$ cat src/rtl/bchp_pkg.sv
package bchp_pkg;
  localparam int ADR_W = 4;

  typedef enum logic [ADR_W-1:0] {
    RA_NONE = 4'd0,
    RA_CMD1 = 4'd1,
    RA_CMD2 = 4'd2,
    RA_STW1 = 4'd3,
    RA_STW2 = 4'd4,
    RA_ERR  = 4'd5,
    RA_STAT = 4'd6,
    RA_TXF  = 4'd7,
    RA_RXF  = 4'd8,
    RA_CTRL = 4'd15
  } reg_addr_e;

  localparam int ST_EMPTY_BIT = 3;
  localparam int ST_VALID_BIT = 7;
  localparam int ST_ERROR_BIT = 8;
endpackage

$ cat src/rtl/bchp_edge.sv
module bchp_edge #(
  parameter int SYNC_STAGES = 0,
  parameter bit RISE = 1'b1
) (
  input  logic clk,
  input  logic rst,
  input  logic d,
  output logic pulse
);
  logic cur;
  logic prev;

  generate
    if (SYNC_STAGES == 0) begin : g_direct
      assign cur = d;
    end else begin : g_sync
      logic [SYNC_STAGES-1:0] sr;
      always_ff @(posedge clk) begin
        if (rst) begin
          sr <= '0;
        end else begin
          sr[0] <= d;
          for (int i = 1; i < SYNC_STAGES; i++) sr[i] <= sr[i-1];
        end
      end
      assign cur = sr[SYNC_STAGES-1];
    end
  endgenerate

  always_ff @(posedge clk) begin
    if (rst) prev <= 1'b0;
    else     prev <= cur;
  end

  generate
    if (RISE) begin : g_rise
      assign pulse = cur & ~prev;
    end else begin : g_fall
      assign pulse = ~cur & prev;
    end
  endgenerate

  p_edge_single_r4: assert property (@(posedge clk) disable iff (rst)
    pulse |=> !pulse);
endmodule

$ cat src/rtl/bchp_start_gen.sv
module bchp_start_gen #(
  parameter int SYNC_STAGES = 2
) (
  input  logic clk,
  input  logic rst,
  input  logic pin_i,
  input  logic ctrl_rise_i,
  output logic start_o
);
  logic pin_edge;

  bchp_edge #(.SYNC_STAGES(SYNC_STAGES), .RISE(1'b1)) u_pin_edge (
    .clk(clk), .rst(rst), .d(pin_i), .pulse(pin_edge)
  );

  always_ff @(posedge clk) begin
    if (rst) start_o <= 1'b0;
    else     start_o <= pin_edge | ctrl_rise_i;
  end

  p_ctrl_start_r5: assert property (@(posedge clk) disable iff (rst)
    ctrl_rise_i |=> start_o);
  p_pin_start_r4: assert property (@(posedge clk) disable iff (rst)
    pin_edge |=> start_o);
endmodule

$ cat src/rtl/bchp_err_accum.sv
module bchp_err_accum #(
  parameter int DW = 16
) (
  input  logic          clk,
  input  logic          rst,
  input  logic          clear_i,
  input  logic [DW-1:0] set_i,
  output logic [DW-1:0] err_o
);
  always_ff @(posedge clk) begin
    if (rst)          err_o <= '0;
    else if (clear_i) err_o <= set_i;
    else              err_o <= err_o | set_i;
  end

  p_err_clear_r7: assert property (@(posedge clk) disable iff (rst)
    clear_i |=> (err_o == $past(set_i)));
  p_err_sticky_r7: assert property (@(posedge clk) disable iff (rst)
    !clear_i |=> ((err_o & $past(err_o)) == $past(err_o)));
endmodule

$ cat src/rtl/bchp_host_port.sv
module bchp_host_port
  import bchp_pkg::*;
#(
  parameter int DW           = 16,
  parameter int CTRL_ADR_LSB = 7,
  parameter int START_BIT    = 1,
  parameter int PIN_SYNC     = 2
) (
  input  logic             clk,
  input  logic             rst,
  input  logic [ADR_W-1:0] adr_pin,
  input  logic             wr_stb,
  input  logic             rd_stb,
  input  logic [DW-1:0]    wdata,
  output logic [DW-1:0]    rdata,
  input  logic             start_pin,
  output logic             start_pulse,
  output logic [DW-1:0]    cmd1_o,
  output logic [DW-1:0]    cmd2_o,
  input  logic [DW-1:0]    seq_word_i,
  input  logic             stw1_ld,
  input  logic             stw2_ld,
  input  logic             valid_msg_i,
  input  logic             error_i,
  input  logic             rx_empty_i,
  input  logic [DW-1:0]    err_bits_i,
  output logic             tx_push_o,
  output logic [DW-1:0]    tx_data_o,
  input  logic [DW-1:0]    rx_data_i,
  output logic             rx_pop_o
);
  localparam int CTRL_ADR_MSB = CTRL_ADR_LSB + ADR_W - 1;

  logic [DW-1:0]    ctrl_q, cmd1_q, cmd2_q, stw1_q, stw2_q, err_q, stat_w;
  logic [ADR_W-1:0] eff_adr;
  logic             wr_fire, rd_rise, rd_fall, rd_on_rx, ctrl_rise;

  assign eff_adr = adr_pin | ctrl_q[CTRL_ADR_MSB:CTRL_ADR_LSB];

  bchp_edge #(.SYNC_STAGES(0), .RISE(1'b1)) u_wr_edge (
    .clk(clk), .rst(rst), .d(wr_stb), .pulse(wr_fire)
  );
  bchp_edge #(.SYNC_STAGES(0), .RISE(1'b1)) u_rd_rise (
    .clk(clk), .rst(rst), .d(rd_stb), .pulse(rd_rise)
  );
  bchp_edge #(.SYNC_STAGES(0), .RISE(1'b0)) u_rd_fall (
    .clk(clk), .rst(rst), .d(rd_stb), .pulse(rd_fall)
  );

  assign ctrl_rise = wr_fire && (eff_adr == RA_CTRL) &&
                     wdata[START_BIT] && !ctrl_q[START_BIT];

  bchp_start_gen #(.SYNC_STAGES(PIN_SYNC)) u_start (
    .clk(clk), .rst(rst), .pin_i(start_pin),
    .ctrl_rise_i(ctrl_rise), .start_o(start_pulse)
  );

  bchp_err_accum #(.DW(DW)) u_err (
    .clk(clk), .rst(rst), .clear_i(start_pulse),
    .set_i(err_bits_i), .err_o(err_q)
  );

  always_ff @(posedge clk) begin
    if (rst) begin
      ctrl_q <= '0;
      cmd1_q <= '0;
      cmd2_q <= '0;
    end else if (wr_fire) begin
      case (eff_adr)
        RA_CTRL: ctrl_q <= wdata;
        RA_CMD1: cmd1_q <= wdata;
        RA_CMD2: cmd2_q <= wdata;
        default: ;
      endcase
    end
  end

  always_ff @(posedge clk) begin
    if (rst) begin
      stw1_q <= '0;
      stw2_q <= '0;
    end else begin
      if (stw1_ld) stw1_q <= seq_word_i;
      if (stw2_ld) stw2_q <= seq_word_i;
    end
  end

  always_ff @(posedge clk) begin
    if (rst) begin
      tx_push_o <= 1'b0;
      tx_data_o <= '0;
    end else begin
      tx_push_o <= wr_fire && (eff_adr == RA_TXF);
      if (wr_fire && (eff_adr == RA_TXF)) tx_data_o <= wdata;
    end
  end

  always_ff @(posedge clk) begin
    if (rst) begin
      rd_on_rx <= 1'b0;
      rx_pop_o <= 1'b0;
    end else begin
      if (rd_rise) rd_on_rx <= (eff_adr == RA_RXF);
      rx_pop_o <= rd_fall && rd_on_rx;
    end
  end

  always_comb begin
    stat_w = '0;
    stat_w[ST_EMPTY_BIT] = rx_empty_i;
    stat_w[ST_VALID_BIT] = valid_msg_i;
    stat_w[ST_ERROR_BIT] = error_i;
  end

  always_comb begin
    case (eff_adr)
      RA_CTRL: rdata = ctrl_q;
      RA_CMD1: rdata = cmd1_q;
      RA_CMD2: rdata = cmd2_q;
      RA_STW1: rdata = stw1_q;
      RA_STW2: rdata = stw2_q;
      RA_ERR:  rdata = err_q;
      RA_STAT: rdata = stat_w;
      RA_RXF:  rdata = rx_data_i;
      default: rdata = '0;
    endcase
  end

  assign cmd1_o = cmd1_q;
  assign cmd2_o = cmd2_q;

  p_write_once_r2: assert property (@(posedge clk) disable iff (rst)
    (wr_stb && $past(wr_stb)) |=> ($stable(ctrl_q) && $stable(cmd1_q) && $stable(cmd2_q)));
  p_txpush_single_r10: assert property (@(posedge clk) disable iff (rst)
    tx_push_o |=> !tx_push_o);
  p_rxpop_single_r11: assert property (@(posedge clk) disable iff (rst)
    rx_pop_o |=> !rx_pop_o);
  p_pop_after_fall_r11: assert property (@(posedge clk) disable iff (rst)
    rx_pop_o |-> $fell(rd_stb) || $past(!rd_stb));
endmodule

$ cat config.mk
export PLATFORM = sky130hd
export DESIGN_NAME = bchp_host_port
export DESIGN_NICKNAME = d
export VERILOG_FILES = /design/src/rtl/bchp_pkg.sv /design/src/rtl/bchp_edge.sv /design/src/rtl/bchp_start_gen.sv /design/src/rtl/bchp_err_accum.sv /design/src/rtl/bchp_host_port.sv
export SDC_FILE = /design/constraint.sdc
export NUM_CORES = 1
export LEC_CHECK = 0
export ABC_CLOCK_PERIOD_IN_PS = 2900
export BUFFER_PORTS_ARGS = -buffer_cell sky130_fd_sc_hd__buf_2
export CORE_MARGIN = 5
export CORE_UTILIZATION = 40
export CTS_CLUSTER_SIZE = 12
export DETAILED_ROUTE_END_ITERATION = 7
export SKIP_CTS_REPAIR_TIMING = 1
export SLEW_MARGIN = 20
export SYNTH_ARGS = -nofsm -noshare
export SYNTH_HDL_FRONTEND = slang
export SYNTH_HIERARCHICAL = 1
export SYNTH_SLANG_ARGS = --single-unit
$ cat constraint.sdc
create_clock -name clk -period 2.9 [get_ports clk]
set_input_delay 0.29 -clock clk [delete_from_list [all_inputs] [get_ports clk]]
set_output_delay 0.29 -clock clk [all_outputs]
set_load 0.1 [all_outputs]
Word-level counts from Yosys, hierarchy flattened

Index checks and enable logic that the tools add are counted.

Bits in registers: 121
Latch bits: 0
RAM bits: 0
Memory bits (read-only): 0
Input bits: 78
Output and inout bits: 67
Memories: 0

$add $sub $neg: 0
Multipliers: 0
Div/mod/pow operators: 0
Order comparisons: 0
Equal/unequal tests: 9
Shifts and indexed selects: 0
Mux-type cells: 2
Bitwise operators: 11
Reduce and logical (&&, ||, !) cells: 9

Operator list:

| operator             | count |
|---|---|
| $pmux W16 S8         | 1 |
| $eq A4 B3 Y1 const B | 4 |
| $mux W16             | 1 |
| $or A16 B16 Y16      | 1 |
| $eq A4 B2 Y1 const B | 2 |
| $eq A4 B4 Y1 const B | 2 |
| $reduce_and A2 Y1    | 3 |
| $logic_and A1 B1 Y1  | 5 |
| $and A1 B1 Y1        | 4 |
| $eq A4 B1 Y1 const B | 1 |
| $not A1 Y1           | 4 |
| $or A4 B4 Y4         | 1 |
| $logic_not A1 Y1     | 1 |
| $or A1 B1 Y1         | 1 |

Depth between registers and ports, before layout

Gate-level depths: netlist of run 1.

Word-level depth: 6
Gate-level depth with buffers: 8

Cells and area by module

Netlist of run 1, hierarchy kept.

By module, submodules not included:

| module                          | instances | cells each | area an instance (µm²) | seq. area each (µm²) |
|---|---|---|---|---|
| bchp_host_port                  | 1         | 489        | 4609.4                 | 1981.9 |
| bchp_err_accum                  | 1         | 67         | 593.1                  | 320.3 |
| bchp_edge at u_rd_rise ...      | 2         | 3          | 47.5                   | 20.0 |
| bchp_edge at u_start.u_pin_edge | 1         | 7          | 87.6                   | 60.1 |
| bchp_edge at u_rd_fall          | 1         | 3          | 35.0                   | 20.0 |
| bchp_start_gen                  | 1         | 2          | 30.0                   | 20.0 |

Worst setup path before layout of run 1

No wires, ideal clock.

Kind: register -> output
From: reg cmd1_q[1], in the netlist cmd1_o[1]
To: out rdata[1]
Arrival: 3.593 ns
Data required time: 2.610 ns
Path slack: -0.983 ns
Stages on the path, launching flop included: 4
Path through: dfxtp_1 -> mux2_2 -> a221oi_1 -> a211oi_1

Longest elaborated chain between the ends: 1

Ends and longest elaborated chain:

| what                     | line                  | RTL |
|---|---|---|
| start: declaration       | bchp_host_port.sv:34  | `logic [DW-1:0] ctrl_q, cmd1_q, cmd2_q, stw1_q, stw2_q, err_q, stat_w;` |
| start signal: assignment | bchp_host_port.sv:71  | `RA_CMD1: cmd1_q <= wdata;` |
| $pmux W16 S8             | bchp_host_port.sv:116 | `case (eff_adr)` |
| end: declaration         | bchp_host_port.sv:15  | `output logic [DW-1:0] rdata,` |

Every way passes these cells.

Worst setup path in the final report of run 1

From: reg ctrl_q[8]
To: out rdata[3]

Longest elaborated chain between the ends: 3
Elaborated cells between the ends (all ways): 10
Those cells by class: eq/ne (8); mux (1); bitwise (1)

Ends and longest elaborated chain:

| what                                       | line                  | RTL |
|---|---|---|
| start: declaration                         | bchp_host_port.sv:34  |  |
| start signal: assignment                   | bchp_host_port.sv:70  | `RA_CTRL: ctrl_q <= wdata;` |
| $or A4 B4 Y4 *                             | bchp_host_port.sv:38  | `assign eff_adr = adr_pin \| ctrl_q[CTRL_ADR_MSB:CTRL_ADR_LSB];` |
| $eq A4 B4 Y1, or another cell as far along | bchp_host_port.sv:116 |  |
| $pmux W16 S8 *                             | bchp_host_port.sv:116 |  |

Every way passes the cells marked *; elsewhere a longest branch is shown, timed or not.

==> flow_summary_export.csv, run 1 <==
group,metric,value,unit
synthesis,yosys.area_share.simple,18.8,%
timing,rsz0062_at_grt,"false",
drt,drt_iter0_drc,343,
clocking,cts_tree,"yes",
layout,stdcell_count,902,
die,die_width,127,microns
grt,grtUsageTotal,21.1,%
layout,post-route-util,54.2,%
clocking,clock-sinks,122,
worst_setup_path,startpoint,"ctrl_q[8]$_SDFFE_PP0P_",
die,pin_count,145,
layout,drive_gt1_share,32.1,%
min_path,hold_depth,3,
grt,grt-ovfl-total,0,
synthesis,synth_top_family_by_area,"simple AND/OR/NAND/NOR gates",
synthesis,seq_area_frac_synth,44.8,%
layout,fillerInstances,1255,
clocking,htreeDepth,4,
run,maxCapViolCount,0,
synthesis,synth_compound_area_share,13.0,%
worst_setup_path,critPathCaptureType,"output pin",
synthesis,synth_warnings,6,
worst_setup_path,path_cells,"or2_1 > buf_4 > nor3_2 > buf_4 > a22o_1 > a2111o_1 > buf_12",
worst_setup_path,crit_path_frequent_cell,"buf_4",
placement,place_area,0.00657,sq mm
synthesis,synthMuxAreaShare,17.6,%
power_and_ir_drop,power_frac_clock,48.4,%
layout,fin_nets,790,
timing,setup_viol,0,
synthesis,ys_ff_latch,122,
worst_setup_path,reg2reg_slack,870,ps
min_path,hold_path_class,"in2reg",
worst_setup_path,slowest_stage,"a2111o_1",
layout,final_cell_area,0.00721,sq mm
placement,dp_hpwl,12600,microns
drt,drt-pass1-iter-count,4,
timing,skew,3.98,ps
synthesis,syn_area_per_cell,9.50,sq um
timing,worst_pin_slew,749,ps
drt,ant_nets,0,
clocking,cts.path.max_buffers,2,
timing,hold_viol,0,
worst_setup_path,slowest_delay,460,ps
synthesis,netlist_top_cells_area,"dfxtp_1 (45%), mux2i_1 (16%), nor2_1 (6.0%)",
power_and_ir_drop,switching_share,26.5,%
die,num_rows,42,
timing,slew_headroom,50.1,%
placement,dpl.cell_count,869,
power_and_ir_drop,p_sw,0.00121,W
worst_setup_path,crit_fanout,14,
drt,drc,0,
synthesis,synth_fa_ha_area_share,0,%
clocking,clockRootBuffer,"clkbuf_16",
clocking,cts_buffers,17,
die,fp.dieH,127,microns
synthesis,ys_async_sr_fraction,0,%
power_and_ir_drop,power_frac_comb,12.6,%
worst_setup_path,r2r-start,"ctrl_q[8]$_SDFFE_PP0P_",
placement,io_buffers,144,
synthesis,synth_area,0.00545,sq mm
power_and_ir_drop,max-vdd-ir-drop,0.362,mV
drt,vias,4750,
synthesis,synthCells,574,
timing,fmax,364,MHz
synthesis,syn_nets,652,
worst_setup_path,startpoint_type,"register",
grt,first_global_vias,4849,
worst_setup_path,worstPathBufferInverterCount,3,
timing,final-max-slew-violation-count,0,
power_and_ir_drop,p_int,0.00334,W
worst_setup_path,reg2reg_to,"cmd2_o[12]$_SDFFE_PP0P_",
drt,drt-vias-per-instance,5.27,
synthesis,synth_edf_count,0,
grt,antenna_found_initial,2,
grt,grt_max_degree,69,
placement,gp_congestion,0.914,
worst_setup_path,criticalPathCategory,"reg2out",
power_and_ir_drop,p_leak,3.32,nW
power_and_ir_drop,pwr-share-seq,39.0,%
synthesis,yosysTopAreaCellShare,44.8,%
die,die_area,0.0161,sq mm
timing,min_period_over_period,94.9,%
die,core,0.0133,sq mm
grt,grt_first_pass_wirelength,26100,microns
drt,avgRoutedWirePerCell,18.8,microns
synthesis,synth_xor_area_share,0,%
clocking,worstSkewPairLatency,420,ps
min_path,min_from,"err_bits_i[14]",
synthesis,synth_area_leader_cell,"dfxtp_1",
worst_setup_path,cp.required,2610,ps
synthesis,synth-main-ff-cell,"dfxtp_1",
status,outcome,"completed",
layout,area_delta_synth_final,32.3,%
worst_setup_path,critPathTopFamily,"compound AO/OA/AOI/OAI gates",
min_path,whs_endpoint,"u_err/err_o[14]$_SDFF_PP0_",
drt,wirelength,17000,microns
worst_setup_path,r2r_cells,5,
die,start_util,41.0,%
synthesis,synthDistinctLibCells,52,
clocking,path_clk_slew,60,ps
power_and_ir_drop,power_density,630,mW/mm^2
worst_setup_path,arrival,2460,ps
timing,post-route-min-period,2750,ps
## sequential cells by signal, indices dropped and copies added (netlist names), 2 cells and up
| name | flops |
|---|---|
| tx_data_o | 16 |
| cmd1_o | 16 |
| u_start/u_pin_edge/g_sync.sr | 2 |
| u_err/err_o | 16 |
| stw2_q | 16 |
| ctrl_q | 16 |
| stw1_q | 16 |
| cmd2_o | 16 |
## layer usage
metal	global-route usage (%)	up-vias	part of all wire (%)
li1	-	2305	-
met1	24.6	2260	41
met2	36.3	153	51
met3	7.40	30	6.7
met4	7.00	2	2.0
met5	0	-	0.053
## tightest hold or removal path: stages
cell     delay, ps
buf_2           90
inv_1           40
a21oi_1         50
## power by group through the flow
stage / clock network, W / logic (W) / registers (W)
floorplan: 0 / 0.000329 / 0.00185
global placement: 0 / 0.000565 / 0.00181
detailed placement: 0 / 0.000569 / 0.00181
CTS: 0.00223 / 0.000571 / 0.00177
global route: 0.00231 / 0.000609 / 0.00178
finish: 0.00220 / 0.000570 / 0.00177
## how the worst max path moves through the flow
stage                           to  slack (ps)  cells past startpoint
after global routing      rdata[3]          20                      7
after detailed placement  rdata[3]         460                      7
after global placement    rdata[8]         350                      6
after CTS                 rdata[3]          -2                      7
after floorplan           rdata[1]         -30                      3
final                     rdata[3]         150                      7
## logic make-up after synthesis
kind of cell / Yosys count
and+or+nand+nor: 196
muxes: 95
AOI/OAI and AO/OA: 102
DFF: 122
buffers and inverters: 59
## cell usage in the layout, fill, tap and decap left out, types with 3 or more instances in the layout
| master | count |
|---|---|
| nor4_4 | 3 |
| buf_2 | 130 |
| nand2b_1 | 16 |
| buf_4 | 18 |
| a22oi_1 | 22 |
| clkinvlp_4 | 5 |
| a21oi_1 | 39 |
| clkbuf_16 | 17 |
| nand3_1 | 12 |
| mux2i_1 | 89 |
| nor2_1 | 85 |
| inv_6 | 3 |
| inv_1 | 16 |
| nor2b_1 | 5 |
| nor2b_4 | 4 |
| o221ai_2 | 11 |
| nand2_1 | 41 |
| a2111oi_0 | 3 |
| buf_12 | 14 |
| a32oi_1 | 5 |
| dfxtp_1 | 121 |
| bufinv_16 | 3 |
| mux2_2 | 3 |
| nand4_1 | 5 |
| and3_1 | 3 |
| nor3_2 | 3 |
| mux2_1 | 3 |
| a2bb2oi_1 | 7 |
## cell type report
cell class	count	area (sq um)	share of cell area [%]
Antenna cell	1	2.50	0.0347
Timing Repair Buffer	162	1070	14.8
Clock inverter	12	163	2.26
Multi-Input combinational cell	393	2800	38.8
Inverter	16	60.1	0.833
Sequential cell	122	2440	33.9
Tap cell	176	220	3.05
Clock buffer	20	457	6.33
## cell usage after synthesis (3+ instances only)
cell type,number
dfxtp_1,122
mux2i_1,89
nor2_1,87
nand2_1,41
a21oi_1,39
a22oi_1,22
clkbuf_1,17
inv_1,16
nand2b_1,16
nand3_1,13
buf_2,12
o221ai_1,11
a2bb2oi_1,7
buf_4,6
a32oi_1,5
buf_6,5
nand4_1,5
nor2b_1,5
nor2b_4,4
a2111oi_0,3
and3_1,3
mux2_1,3
mux2_2,3
## stage by stage
| step | setup TNS, ps | hold WS [ps] | setup slack, ps | power, W |
|---|---|---|---|---|
| floorplan | -25.0 | 354 | -25.0 | 0.00218 |
| global placement | 0 | 444 | 352 | 0.00237 |
| detailed placement | 0 | 435 | 457 | 0.00238 |
| CTS | -2.20 | 82.9 | -2.20 | 0.00458 |
| global route | 0 | 79.2 | 17.0 | 0.00470 |
| finish | 0 | 101 | 149 | 0.00454 |
Note: power is estimated with default switching activity, not from simulation.
==> run 2, diff against run 1 <==
--- a/config.mk
+++ b/config.mk
@@ -8,9 +8,11 @@
 export ABC_CLOCK_PERIOD_IN_PS = 2900
 export BUFFER_PORTS_ARGS = -buffer_cell sky130_fd_sc_hd__buf_2
 export CORE_MARGIN = 5
-export CORE_UTILIZATION = 40
+export CORE_UTILIZATION = 55
+export CTS_BUF_LIST = sky130_fd_sc_hd__clkbuf_4 sky130_fd_sc_hd__clkbuf_8
 export CTS_CLUSTER_SIZE = 12
 export DETAILED_ROUTE_END_ITERATION = 7
+export PLACE_DENSITY = 0.83
 export SKIP_CTS_REPAIR_TIMING = 1
 export SLEW_MARGIN = 20
 export SYNTH_ARGS = -nofsm -noshare
==> run 2 against run 1 <==
Final cell count is 4.7% lower; critical path type unchanged; clock skew is 7.5 ps higher; total power is 13% lower; sequential share of layout area is 1.2 points higher; die area is 25% lower; fmax is 0.31% lower.
==> flow_summary_export.csv, run 2 (synthesis results as in run 1) <==
group,metric,value,unit
worst_setup_path,critPathCaptureType,"output pin",
placement,dpl.cell_count,828,
power_and_ir_drop,p_leak,3.25,nW
grt,first_global_vias,5090,
timing,final-max-slew-violation-count,0,
worst_setup_path,arrival,2470,ps
layout,post-route-util,71.5,%
drt,drt-vias-per-instance,5.77,
worst_setup_path,criticalPathCategory,"reg2out",
layout,fillerInstances,736,
worst_setup_path,startpoint_type,"register",
clocking,worstSkewPairLatency,440,ps
clocking,clock-sinks,122,
timing,skew,11.5,ps
power_and_ir_drop,max-vdd-ir-drop,0.483,mV
drt,avgRoutedWirePerCell,20.6,microns
layout,antennaDiodeCount,0,
timing,fin_setup_tns,0,ps
grt,antenna_found_initial,0,
worst_setup_path,cp.required,2610,ps
power_and_ir_drop,switching_share,28.0,%
placement,dp_hpwl,13300,microns
layout,final_cell_mix,"buf_2 (130), dfxtp_1 (120), mux2i_1 (89)",
run,maxCapViolCount,0,
worst_setup_path,slowest_stage,"nor4_4",
placement,io_buffers,144,
drt,drt-pass1-iter-count,5,
clocking,htreeDepth,4,
die,start_util,56.0,%
clocking,clockRootBuffer,"clkbuf_8",
power_and_ir_drop,power_density,568,mW/mm^2
die,pin_count,145,
power_and_ir_drop,p_sw,0.00111,W
clocking,cts_tree,"yes",
layout,stdcell_count,860,
timing,post-route-min-period,2760,ps
power_and_ir_drop,power_frac_clock,40.5,%
die,die_area,0.0120,sq mm
worst_setup_path,critPathTopFamily,"simple AND/OR/NAND/NOR gates",
placement,place_ws,491,ps
worst_setup_path,path_cells,"buf_4 > nor4_4 > nand3_1 > a31oi_1 > a2111o_1 > buf_2",
power_and_ir_drop,power_frac_comb,14.6,%
power_and_ir_drop,p_int,0.00284,W
drt,vias,4958,
timing,rsz0062_at_grt,"false",
die,num_rows,36,
clocking,cts.path.max_buffers,2,
timing,fmax,362,MHz
timing,hold_viol,0,
layout,drive_gt1_share,32.7,%
timing,worst_pin_slew,802,ps
status,outcome,"completed",
grt,grtUsageTotal,30.9,%
worst_setup_path,worstPathBufferInverterCount,2,
clocking,path_clk_slew,70,ps
die,core,0.00973,sq mm
timing,setup_slack,140,ps
die,fp.dieH,110,microns
drt,ant_nets,0,
placement,gp_congestion,0.899,
grt,grt-ovfl-total,0,
grt,grt_first_pass_wirelength,27600,microns
drt,drt_iter0_drc,331,
drt,drc,0,
layout,fin_nets,792,
worst_setup_path,crit_fanout,6,
die,die_width,110,microns
timing,setup_viol,0,
min_path,hold_path_class,"in2reg",
power_and_ir_drop,pwr-share-seq,44.9,%
timing,min_period_over_period,95.2,%
clocking,cts_buffers,17,
grt,grt_max_degree,77,
worst_setup_path,slowest_delay,510,ps
layout,area_delta_synth_final,27.7,%
drt,wirelength,17800,microns
layout,final_common_cell,"buf_2",
timing,slew_headroom,46.4,%
-- run 2: cell count changes in the layout (fill, tap and decap cells not counted), moves of 2 or more --
cell,delta
clkinvlp_4,-3
buf_4,+2
clkbuf_16,-17
clkbuf_8,+16
clkbuf_4,+5
clkinv_2,+2
-- run 2: cell type report --
type / instances / area (sq um) / area share, %
multi-input cells: 393 / 2800 / 40.2
flip-flops and latches: 122 / 2440 / 35.1
repair buffers: 164 / 1070 / 15.4
inverters: 16 / 60.1 / 0.863
clock buffers: 22 / 278 / 3.99
well taps: 133 / 166 / 2.39
clock inverters: 10 / 141 / 2.03
-- run 2: through the flow --
stage                     hold slack (ps)  instance area, sq um  total power, W
after floorplan                       354                  5530         0.00218
after global placement                433                  6520         0.00237
after detailed placement              434                  6520         0.00238
after CTS                            34.4                  6940         0.00396
after global routing                 38.6                  6960         0.00410
final                                57.1                  6960         0.00395
-- run 2: worst reg2reg max path, stage by stage (launching register included) --
cell and delay, ps:
dfxtp_1 370, buf_4 170, nor4_4 370, nand4_1 690, nand2_1 310, a21oi_1 90
-- run 2: layer usage --
metal | vias up | routed length (microns) | global-route usage (%)
li1 | 2318 | - | -
met1 | 2399 | 7040 | 36.3
met2 | 199 | 8940 | 52.7
met3 | 42 | 1160 | 8.87
met4 | 0 | 622 | 13.1
met5 | - | 0 | 0
-- run 2: power groups by stage --
stage	Combinational [W]	Clock, W	Sequential, W
final	0.000576	0.00160	0.00177
after detailed placement	0.000566	0	0.00181
after global placement	0.000557	0	0.00181
after CTS	0.000570	0.00162	0.00177
after floorplan	0.000329	0	0.00185
after global routing	0.000609	0.00171	0.00178
-- run 2: final timing paths --
check,startpoint,endpoint,slack (ps),depth (start not counted)
worst min register to register,u_start/u_pin_edge/g_sync.sr[0]$_SDFF_PP0_,u_start/u_pin_edge/g_sync.sr[1]$_SDFF_PP0_,460,1
worst max register to register,ctrl_q[7]$_SDFFE_PP0P_,cmd2_o[12]$_SDFFE_PP0P_,740,5
worst max-delay path,ctrl_q[8]$_SDFFE_PP0P_,rdata[7],140,6
worst min-delay path,start_pin,u_start/u_pin_edge/g_sync.sr[0]$_SDFF_PP0_,60,2
==> run 3, diff against run 2 <==
--- a/config.mk
+++ b/config.mk
@@ -5,15 +5,16 @@
 export SDC_FILE = /design/constraint.sdc
 export NUM_CORES = 1
 export LEC_CHECK = 0
-export ABC_CLOCK_PERIOD_IN_PS = 2900
+export ABC_CLOCK_PERIOD_IN_PS = 2300
 export BUFFER_PORTS_ARGS = -buffer_cell sky130_fd_sc_hd__buf_2
 export CORE_MARGIN = 5
-export CORE_UTILIZATION = 55
+export CORE_UTILIZATION = 49
 export CTS_BUF_LIST = sky130_fd_sc_hd__clkbuf_4 sky130_fd_sc_hd__clkbuf_8
 export CTS_CLUSTER_SIZE = 12
 export DETAILED_ROUTE_END_ITERATION = 7
-export PLACE_DENSITY = 0.83
+export PLACE_DENSITY = 0.87
 export SKIP_CTS_REPAIR_TIMING = 1
+export SKIP_LAST_GASP = 1
 export SLEW_MARGIN = 20
 export SYNTH_ARGS = -nofsm -noshare
 export SYNTH_HDL_FRONTEND = slang
==> constraint.sdc (replaced) <==
create_clock -name clk -period 2.3 [get_ports clk]
set_input_delay 0.23 -clock clk [delete_from_list [all_inputs] [get_ports clk]]
set_output_delay 0.23 -clock clk [all_outputs]
set_load 0.1 [all_outputs]
==> run 3 against run 2 <==
The run now ends with negative setup slack left; clock skew shrank 4.5 ps; highest routed layer unchanged; final cell count grew 5.9%; sequential share of layout area shrank 3.8 points; critical path type unchanged.
==> flow_summary_export.csv, run 3 (synthesis results as in run 1) <==
group,metric,value,unit
worst_setup_path,r2r-start,"ctrl_q[10]$_SDFFE_PP0P_",
die,start_util,50.1,%
drt,avgRoutedWirePerCell,20.2,microns
timing,setup_viol,14,
layout,area_delta_synth_final,43.6,%
power_and_ir_drop,finalPower,0.00525,W
timing,rsz0062_at_grt,"true",
grt,first_global_vias,4979,
grt,grt-ovfl-total,0,
grt,grt_first_pass_wirelength,26600,microns
timing,skew,6.96,ps
min_path,hold_depth,2,
power_and_ir_drop,power_frac_comb,17.0,%
placement,place_ws,62.3,ps
layout,final_cell_mix,"buf_2 (127), dfxtp_1 (118), mux2i_1 (86)",
layout,final_common_cell,"buf_2",
clocking,cts_tree,"yes",
placement,gp_congestion,0.977,
timing,fmax,403,MHz
grt,grt_max_degree,68,
worst_setup_path,arrival,2250,ps
timing,post-route-min-period,2480,ps
layout,fin_nets,836,
power_and_ir_drop,pwr-share-seq,42.7,%
timing,min_period_over_period,108,%
placement,place_area,0.00675,sq mm
status,failed_checks,"negative setup slack",
worst_setup_path,reg2reg_to,"cmd1_o[13]$_SDFFE_PP0P_",
layout,drive_gt1_share,40.9,%
min_path,whs_endpoint,"u_start/u_pin_edge/g_sync.sr[0]$_SDFF_PP0_",
die,num_rows,38,
worst_setup_path,slowest_delay,380,ps
placement,io_buffers,144,
worst_setup_path,r2r_cells,6,
timing,final-max-slew-violation-count,0,
power_and_ir_drop,switching_share,28.2,%
min_path,min_from,"start_pin",
power_and_ir_drop,power_density,671,mW/mm^2
worst_setup_path,criticalPathCategory,"reg2out",
timing,setup_slack,-183,ps
clocking,clockRootBuffer,"clkbuf_8",
power_and_ir_drop,p_sw,0.00148,W
placement,dp_hpwl,12700,microns
status,outcome,"finished, violations left",
timing,hold_viol,0,
grt,grtUsageTotal,25.9,%
drt,drc,0,
layout,antennaDiodeCount,0,
drt,ant_nets,0,
layout,post-route-util,71.9,%
clocking,cts_buffers,17,
worst_setup_path,slowest_stage,"dfxtp_4",
grt,antenna_found_initial,0,
die,die_width,115,microns
die,die_area,0.0133,sq mm
drt,drt-vias-per-instance,5.81,
die,core,0.0109,sq mm
drt,drt-pass1-iter-count,6,
drt,drt_iter0_drc,405,
layout,final_cell_area,0.00783,sq mm
run,maxCapViolCount,0,
worst_setup_path,path_cells,"or2_4 > buf_4 > clkbuf_16 > mux2i_2 > a2bb2oi_2 > o221ai_4 > buf_12",
worst_setup_path,crit_fanout,7,
power_and_ir_drop,p_int,0.00377,W
drt,wirelength,18400,microns
clocking,clock-sinks,122,
timing,worst_pin_slew,588,ps
clocking,htreeDepth,4,
min_path,hold_path_class,"in2reg",
power_and_ir_drop,max-vdd-ir-drop,0.385,mV
worst_setup_path,critPathCaptureType,"output pin",
power_and_ir_drop,power_frac_clock,40.4,%
die,pin_count,145,
drt,vias,5297,
clocking,path_clk_slew,70,ps
clocking,worstSkewPairLatency,430,ps
timing,slew_headroom,60.7,%
die,fp.dieH,115,microns
worst_setup_path,startpoint_type,"register",
worst_setup_path,reg2reg_slack,440,ps
clocking,cts.path.max_buffers,2,
power_and_ir_drop,p_leak,3.60,nW
worst_setup_path,cp.required,2070,ps
-- run 3: cell count changes in the layout (fill, tap and decap cells not counted), moves of 4 or more --
cell | before | now
a22oi_1 | 22 | 18
a22oi_2 | 0 | 4
a2bb2oi_1 | 7 | 0
a2bb2oi_2 | 0 | 7
a32oi_1 | 5 | 1
a32oi_2 | 0 | 4
buf_12 | 13 | 23
buf_4 | 20 | 46
buf_6 | 0 | 9
clkbuf_4 | 5 | 1
nor2_4 | 1 | 5
o221ai_2 | 11 | 5
o221ai_4 | 0 | 6
-- run 3: area by class of cell --
| class | instances | area [sq um] |
|---|---|---|
| Tap cell | 140 | 175 |
| Inverter | 16 | 60.1 |
| Clock buffer | 19 | 255 |
| Timing Repair Buffer | 208 | 1590 |
| Clock inverter | 13 | 190 |
| Fill cell | 743 | 3060 |
| Multi-Input combinational cell | 393 | 3110 |
| Sequential cell | 122 | 2450 |
-- run 3: worst max-delay path by stage --
stage                            from   endpoint  depth (start not counted)
3_5_place_dp               adr_pin[3]  rdata[14]                          7
4_1_cts        ctrl_q[7]$_SDFFE_PP0P_   rdata[6]                          6
3_3_place_gp   ctrl_q[7]$_SDFFE_PP0P_   rdata[6]                          6
5_1_grt        ctrl_q[7]$_SDFFE_PP0P_  rdata[11]                          7
2_1_floorplan  ctrl_q[9]$_SDFFE_PP0P_   rdata[0]                          5
6_report       ctrl_q[7]$_SDFFE_PP0P_  rdata[11]                          7
-- run 3: critical path: cells and delay by family, from the launching register on --
family          cells  cell delay [ps]
buf+inv             3              500
compound gates      2              390
flops               1              380
simple gates        1              290
mux                 1              240
-- run 3: per-layer routing --
metal  track usage, %  up-vias  routed length [microns]
li1                 -     2402                        -
met1             32.0     2539                     6850
met2             43.6      289                     9280
met3             7.00       67                     1540
met4             9.15        0                      774
met5                0        -                        0
-- run 3: power groups by stage --
stage	clock [W]	combinational [W]	sequential [W]
6_report	0.00212	0.000890	0.00224
5_1_grt	0.00223	0.000934	0.00224
4_1_cts	0.00213	0.000760	0.00223
3_5_place_dp	0	0.000755	0.00228
3_3_place_gp	0	0.000744	0.00228
2_1_floorplan	0	0.000429	0.00233
-- run 3: per-stage QoR --
step	TNS [ps]	hold slack, ps	std cells
floorplan	-1060	294	574
global placement	0	421	843
detailed placement	0	424	843
CTS	-5040	-4.12	875
global route	-1640	19.8	911
finish	-621	19.4	911
